==> src/rtl/rxw_pkg.sv <==
package rxw_pkg;

   typedef enum logic {
      WAKE_ON_IDLE = 1'b0,
      WAKE_ON_ADDR = 1'b1
   } wake_mode_e;

   // number of idle bit times that make up one full character frame
   function automatic int unsigned frame_bits(input int unsigned data_bits);
      return data_bits + 2;
   endfunction

endpackage

==> src/rtl/rxw_idle_timer.sv <==
module rxw_idle_timer #(
   parameter int unsigned SHORT_DATA = 8,
   parameter bit          HAS_LONG   = 1'b1,
   localparam int unsigned SHORT_IDLE = rxw_pkg::frame_bits(SHORT_DATA),
   localparam int unsigned LONG_IDLE  = rxw_pkg::frame_bits(SHORT_DATA + 1),
   localparam int unsigned CNT_W      = $clog2(LONG_IDLE + 1)
) (
   input  logic clk,
   input  logic rst_n,
   input  logic arm,
   input  logic line_in,
   input  logic bit_tick,
   input  logic char9,
   output logic hit
);

   logic [CNT_W-1:0] cnt_q;
   logic [CNT_W-1:0] target;

   generate
      if (HAS_LONG) begin : g_two_fmt
         assign target = char9 ? CNT_W'(LONG_IDLE) : CNT_W'(SHORT_IDLE);
      end else begin : g_one_fmt
         logic unused_fmt;
         assign unused_fmt = char9;
         assign target     = CNT_W'(SHORT_IDLE);
      end
   endgenerate

   always_ff @(posedge clk or negedge rst_n) begin
      if (!rst_n) begin
         cnt_q <= '0;
      end else if (!arm || !line_in) begin
         cnt_q <= '0;
      end else if (bit_tick && (cnt_q < target)) begin
         cnt_q <= cnt_q + 1'b1;
      end
   end

   assign hit = arm && line_in && bit_tick && (cnt_q == target - 1'b1);

   // a low line leaves the count at zero
   a_r5_low_restarts: assert property (@(posedge clk) disable iff (!rst_n)
      (arm && !line_in) |=> (cnt_q == '0));

   // a disarmed timer holds nothing over
   a_r6_disarm_clears: assert property (@(posedge clk) disable iff (!rst_n)
      !arm |=> (cnt_q == '0));

   a_r3_count_bounded: assert property (@(posedge clk) disable iff (!rst_n)
      cnt_q <= CNT_W'(LONG_IDLE));

endmodule

==> src/rtl/rxw_sleep_state.sv <==
module rxw_sleep_state (
   input  logic clk,
   input  logic rst_n,
   input  logic sleep_req,
   input  logic wake,
   output logic asleep
);

   always_ff @(posedge clk or negedge rst_n) begin
      if (!rst_n)         asleep <= 1'b0;
      else if (sleep_req) asleep <= 1'b1;
      else if (wake)      asleep <= 1'b0;
   end

   // request always lands in the dormant state
   a_r2_enter_sleep: assert property (@(posedge clk) disable iff (!rst_n)
      sleep_req |=> asleep);

   a_r2_stay_without_wake: assert property (@(posedge clk) disable iff (!rst_n)
      (asleep && !wake) |=> asleep);

endmodule

==> src/rtl/rx_wake_ctrl.sv <==
module rx_wake_ctrl #(
   parameter int unsigned DATA_BITS = 8,
   parameter bit          NINE_BIT  = 1'b1
) (
   input  logic clk,
   input  logic rst_n,
   input  logic sleep_req,
   input  logic wake_sel,
   input  logic char9,
   input  logic line_in,
   input  logic bit_tick,
   input  logic char_done,
   input  logic char_msb,
   output logic asleep,
   output logic rx_report
);
   import rxw_pkg::*;

   generate
      if (DATA_BITS < 5 || DATA_BITS > 16) begin : g_bad_bits
         $error("rx_wake_ctrl: DATA_BITS out of range");
      end
   endgenerate

   wake_mode_e mode;
   logic       idle_arm;
   logic       idle_hit;
   logic       addr_hit;
   logic       wake;

   assign mode     = wake_mode_e'(wake_sel);
   assign idle_arm = asleep && (mode == WAKE_ON_IDLE) && !sleep_req;
   assign addr_hit = asleep && (mode == WAKE_ON_ADDR) && char_done && char_msb;
   assign wake     = idle_hit || addr_hit;

   rxw_idle_timer #(
      .SHORT_DATA (DATA_BITS),
      .HAS_LONG   (NINE_BIT)
   ) u_idle (
      .clk      (clk),
      .rst_n    (rst_n),
      .arm      (idle_arm),
      .line_in  (line_in),
      .bit_tick (bit_tick),
      .char9    (char9),
      .hit      (idle_hit)
   );

   rxw_sleep_state u_state (
      .clk       (clk),
      .rst_n     (rst_n),
      .sleep_req (sleep_req),
      .wake      (wake),
      .asleep    (asleep)
   );

   assign rx_report = char_done && (!asleep || addr_hit);

   // awake characters always pass
   a_r10_awake_pass: assert property (@(posedge clk) disable iff (!rst_n)
      (!asleep && char_done) |-> rx_report);

   // dormant non-address characters are blocked
   a_r8_dormant_block: assert property (@(posedge clk) disable iff (!rst_n)
      (asleep && char_done && !(wake_sel && char_msb)) |-> !rx_report);

   // address-mark mode never wakes without a character
   a_r9_no_idle_wake: assert property (@(posedge clk) disable iff (!rst_n)
      (asleep && wake_sel && !char_done) |=> asleep);

   // address character wakes the node
   a_r7_addr_wakes: assert property (@(posedge clk) disable iff (!rst_n)
      (asleep && wake_sel && char_done && char_msb && !sleep_req) |=> !asleep);

   // nothing reported without a completed character
   a_r1_no_spurious: assert property (@(posedge clk) disable iff (!rst_n)
      !char_done |-> !rx_report);

endmodule

==> config.mk <==
export PLATFORM = sky130hd
export DESIGN_NAME = rx_wake_ctrl
export DESIGN_NICKNAME = d
export VERILOG_FILES = /design/src/rtl/rxw_pkg.sv /design/src/rtl/rxw_idle_timer.sv /design/src/rtl/rxw_sleep_state.sv /design/src/rtl/rx_wake_ctrl.sv
export SDC_FILE = /design/constraint.sdc
export NUM_CORES = 1
export LEC_CHECK = 0
export ABC_AREA = 0
export CORE_AREA = 8 8 45 47
export CTS_BUF_LIST = sky130_fd_sc_hd__clkbuf_4
export CTS_CLUSTER_SIZE = 20
export DETAILED_ROUTE_END_ITERATION = 7
export DIE_AREA = 0 0 53 55
export SLEW_MARGIN = 20
export SYNTH_ARGS = -nofsm -noshare
export SYNTH_HDL_FRONTEND = slang
export SYNTH_SLANG_ARGS = --single-unit
==> constraint.sdc <==
create_clock -name clk -period 1.7 [get_ports clk]
set_clock_uncertainty 0.2 [all_clocks]
set_input_delay 0.255 -clock clk [delete_from_list [all_inputs] [get_ports clk]]
set_output_delay 0.255 -clock clk [all_outputs]
set_load 0.1 [all_outputs]
# Yosys cells after proc, flatten, opt, wreduce, memory -nomap -nowiden

Cells that the tools add are included.

Register bits after elaboration: 5
Input port bits: 9
Logic and storage cells: 31
Output and inout bits: 2

Bitwise logic cells: 1
Reduce and logical (&&, ||, !) cells: 19
Eq/ne operators: 1
Add/subtract/negate cells: 2
$lt $le $gt $ge: 1
Mux-type cells: 5

Operator list:

| cell                                                                | number |
|---|---|
| 1-bit logical AND                                                   | 10 |
| 4-bit 2-to-1 mux                                                    | 2 |
| 4-bit by 1-bit adder with 4-bit output (second input constant)      | 1 |
| 4-bit equality test                                                 | 1 |
| 1-bit zero test                                                     | 4 |
| 4-bit < comparator                                                  | 1 |
| 2-bit nonzero test                                                  | 2 |
| 4-bit by 1-bit subtractor with 4-bit output (second input constant) | 1 |
| 1-bit logical OR                                                    | 3 |
| 1-bit 2-to-1 mux                                                    | 3 |
| 1-bit NOT                                                           | 1 |

# Logic depth before layout (Yosys ltp)

Depth in word-level cells: 9
Depth in mapped cells: 5
Mapped depth without buffers: 5

# Modules after synthesis

Synthesis repeated with hierarchy kept, for this count alone.

Cells, all modules: 38
Area, all modules: 335.3 um^2

Modules (own cells, without submodules):

| module          | times used | area each (um^2) | cells an instance | sequential area each (um^2) |
|---|---|---|---|---|
| rxw_idle_timer  | 1          | 269.0            | 31                | 100.1 |
| rxw_sleep_state | 1          | 36.3             | 3                 | 25.0 |
| rx_wake_ctrl    | 1          | 30.0             | 4                 | 0.0 |

# Least setup slack after synthesis

Ideal clock, no wire load.

Path type: flip-flop to output port
Start: register u_state.asleep
End: output port rx_report
Path buffers: 0
Arrival: 3.071 ns
Slack: -1.826 ns
Required time: 1.245 ns
Stages on the path, launching flop included: 2
Path through: dfrtp_1 > a21boi_0

Word-level cells in the longest chain between the ends: 5
Elaborated cells between the ends (all ways): 6
Classes of those cells: 6 x reduce/logical

Ends and longest elaborated chain:

| item                           | RTL line              | RTL |
|---|---|---|
| start, declared                | rxw_sleep_state.sv:6  | `output logic asleep` |
| start signal, assigned         | rxw_sleep_state.sv:10 | `if (!rst_n) asleep <= 1'b0;` |
| start signal, assigned         | rxw_sleep_state.sv:11 | `else if (sleep_req) asleep <= 1'b1;` |
| start signal, assigned         | rxw_sleep_state.sv:12 | `else if (wake) asleep <= 1'b0;` |
| 1-bit logical AND (3 in a row) | rx_wake_ctrl.sv:33    | `assign addr_hit = asleep && (mode == WAKE_ON_ADDR) && char_done && char_msb;` |
| 1-bit logical OR (*)           | rx_wake_ctrl.sv:57    | `assign rx_report = char_done && (!asleep \|\| addr_hit);` |
| 1-bit logical AND (*)          | rx_wake_ctrl.sv:57    |  |
| end, declared                  | rx_wake_ctrl.sv:15    | `output logic rx_report` |

Every way passes the cells marked *; elsewhere a longest branch is shown, timed or not.

# Worst setup path after layout

Start: input port char_done
End: output port rx_report

Word-level cells in the longest chain between the ends: 4

Ends and longest elaborated chain:

| item                           | RTL line           | RTL |
|---|---|---|
| start, declared                | rx_wake_ctrl.sv:12 | `input logic char_done,` |
| 1-bit logical AND (2 in a row) | rx_wake_ctrl.sv:33 |  |
| 1-bit logical OR               | rx_wake_ctrl.sv:57 |  |
| 1-bit logical AND (*)          | rx_wake_ctrl.sv:57 |  |

Marks and branches as above.

==> flow_metrics.py <==
metrics = {
    "clock_tree": {
        "cts.path.max_buffers": 2,
        "cts_setup_buffers": 0,
        "h-tree-depth": 1,
        "hold_buffers": 0,
        "path_clk_slew_ns": 0.04,
        "clk_latency_ns": 0.24,
        "cts_tree": "done",
        "cts_made_buffers": 3,
        "clock_sinks": 5,
        "cts_root_buffer": "clkbuf_4",
    },
    "power": {
        "leakage_nw": 0.227,
        "powerDensity_nw_per_um2": 647,
        "ir_worst_vdd_mv": 0.566,
        "total_power_mw": 0.358,
    },
    "routing": {
        "postRouteAntennaNets": 0,
        "vias": 323,
        "wirelength_um": 833,
        "routedWlPerCell_um": 12.3,
        "drtPass1Iterations": 3,
        "drt_iter0_drc": 8,
        "drc": 0,
        "viasPerCell": 4.75,
    },
    "critical_path": {
        "endpoint_kind": "primary output",
        "crit_path_max_fanout": 2,
        "crit_required_ns": 1.24,
        "critical_path.cell_chain": "clkdlybuf4s50_1, nand3_2, a21boi_4, buf_12",
        "cp_slowest_cell": "clkdlybuf4s50_1",
        "crit_family": "buffers and inverters",
        "cpPeakStageDelay_ns": 0.49,
        "path_buf_inv": 2,
        "crit_type": "in -> out",
        "cp.arrival_ns": 1.22,
        "cp-start-kind": "input port",
    },
    "timing": {
        "fmaxAchievable_mhz": 598,
        "setup_viol": 0,
        "fin_crit_ns": 1.67,
        "worst_slew_pin_slew_ns": 0.297,
        "slew_violations": 0,
        "whs_ns": 0.0239,
        "hold_viol": 0,
        "relSlewSlack": 0.799,
        "final.period_utilization": 0.983,
    },
    "yosys": {
        "ys_top_cells_by_area": "dfrtp_1, ha_1, a311oi_2",
        "synthArstFlopShare": 1.00,
        "syn-num-nets": 46,
        "avgSynthCellArea_um2": 9.72,
        "synth_cell_types": 22,
        "synth_edf_count": 0,
        "yosys.area.top_type": "dfrtp_1",
        "ys_seq_area_frac": 0.368,
        "yosysWarningCount": 0,
        "ys.flop_type": "dfrtp_1",
        "synthCells": 35,
        "synth.top_cell.area_share": 0.368,
        "syn_area_um2": 340,
        "synth_seq_cells": 5,
    },
    "die": {
        "fp.coreArea_um2": 1380,
        "start_util": 0.246,
        "die_area_um2": 2920,
        "die_h_um": 55,
        "ios": 11,
        "die_x_um": 53,
        "rows": 14,
    },
    "global_routing": {
        "track_usage": 0.0641,
        "antenna_found_initial": 0,
        "grt-ovfl-total": 0,
        "grt_pass1_vias": 309,
        "grt_max_degree": 8,
        "grt_pass1_wl_um": 1370,
    },
    "placed_design": {
        "place_congestion": 0.717,
        "port_buffers": 10,
        "dp_hpwl_um": 651,
        "place_area_um2": 518,
    },
    "worst_hold_path": {
        "hp-class": "in -> async",
    },
    "layout": {
        "final_area_um2": 553,
        "fin_util": 0.400,
        "drive_gt1_frac": 0.308,
        "final_cell_mix": "clkdlybuf4s50_1, inv_1, nand2_1, clkbuf_4, dfrtp_1",
        "layout_commonest_cell": "clkdlybuf4s50_1",
        "areaGrowthSynthToFinish_pct": 62.5,
        "final_nets": 64,
        "antenna_cells": 0,
    },
    "flow_run": {
        "cap_violations": 0,
    },
    "status": {
        "status": "finished, final reports clean",
    },
}
layer usage:
layer	wire, um	part of all wire	global-route usage	vias up
met1	336	0.40	0.0721	149
met3	79	0.095	0.0401	0
li1	-	-	-	161
met5	0	0	0	-
met4	0	0	0.0259	0
met2	417	0.50	0.0957	13
cell usage after synthesis, types with 2 or more instances:
cell	count
dfrtp_1	5
inv_1	4
nand2_1	4
a21oi_1	2
ha_1	2
o21a_1	2
repair_timing:
action / 4_1_cts / 5_1_grt
resized for setup: 0 / 1
endpoints found under the hold margin: 0 / 0
setup endpoints to repair: 0 / 1
power breakdown:
part           switching, mW  leakage (nW)  internal, mW
combinational         0.0386         0.144        0.0404
sequential           0.00380        0.0650         0.123
clock                 0.0478        0.0184         0.105
total                 0.0902         0.227         0.267
final cells by class:
cell class / instances / area [um^2]
Inverter: 4 / 15.0
Tap cell: 16 / 20.0
Timing Repair Buffer: 13 / 143
Fill cell: 144 / 831
Multi-Input combinational cell: 26 / 216
Clock buffer: 4 / 30.0
Sequential cell: 5 / 129
kinds of logic (layout without fill, tap and decap cells):
family,Yosys count,after routing,synth area share
AOI/OAI and AO/OA,12,12,0.279
and+or+nand+nor,10,10,0.180
DFF,5,5,0.368
buffers and inverters,4,21,0.0441
adders and majority gates,2,2,0.0735
xor gates and xnor gates,1,1,0.0257
muxes,1,1,0.0294
state kept, by name, indices dropped and copies added (netlist names):
| register | flops |
|---|---|
| u_idle.cnt_q | 4 |
| u_state.asleep | 1 |
per-stage QoR:
step / instances / setup WS (ns) / setup TNS [ns]
after floorplan: 35 / 0.00463 / 0
after global placement: 64 / -0.0526 / -0.129
after detailed placement: 64 / -0.0858 / -0.222
after CTS: 68 / 0.00547 / 0
after global routing: 68 / -0.0111 / -0.0111
final: 68 / 0.0285 / 0
final timing paths:
kind / startpoint / end / slack, ns / cells after the start
max in group asynchronous: rst_n / u_state.asleep / 1.08 / 1
min reg2reg: u_idle.cnt_q[0] / u_idle.cnt_q[0] / 0.39 / 2
max: char_done / rx_report / 0.03 / 4
min: rst_n / u_state.asleep / 0.02 / 1
min in group clk: u_idle.cnt_q[0] / u_idle.cnt_q[0] / 0.39 / 2
max reg2reg: u_idle.cnt_q[0] / u_state.asleep / 0.16 / 4
Note: power is estimated with default switching activity, not from simulation.
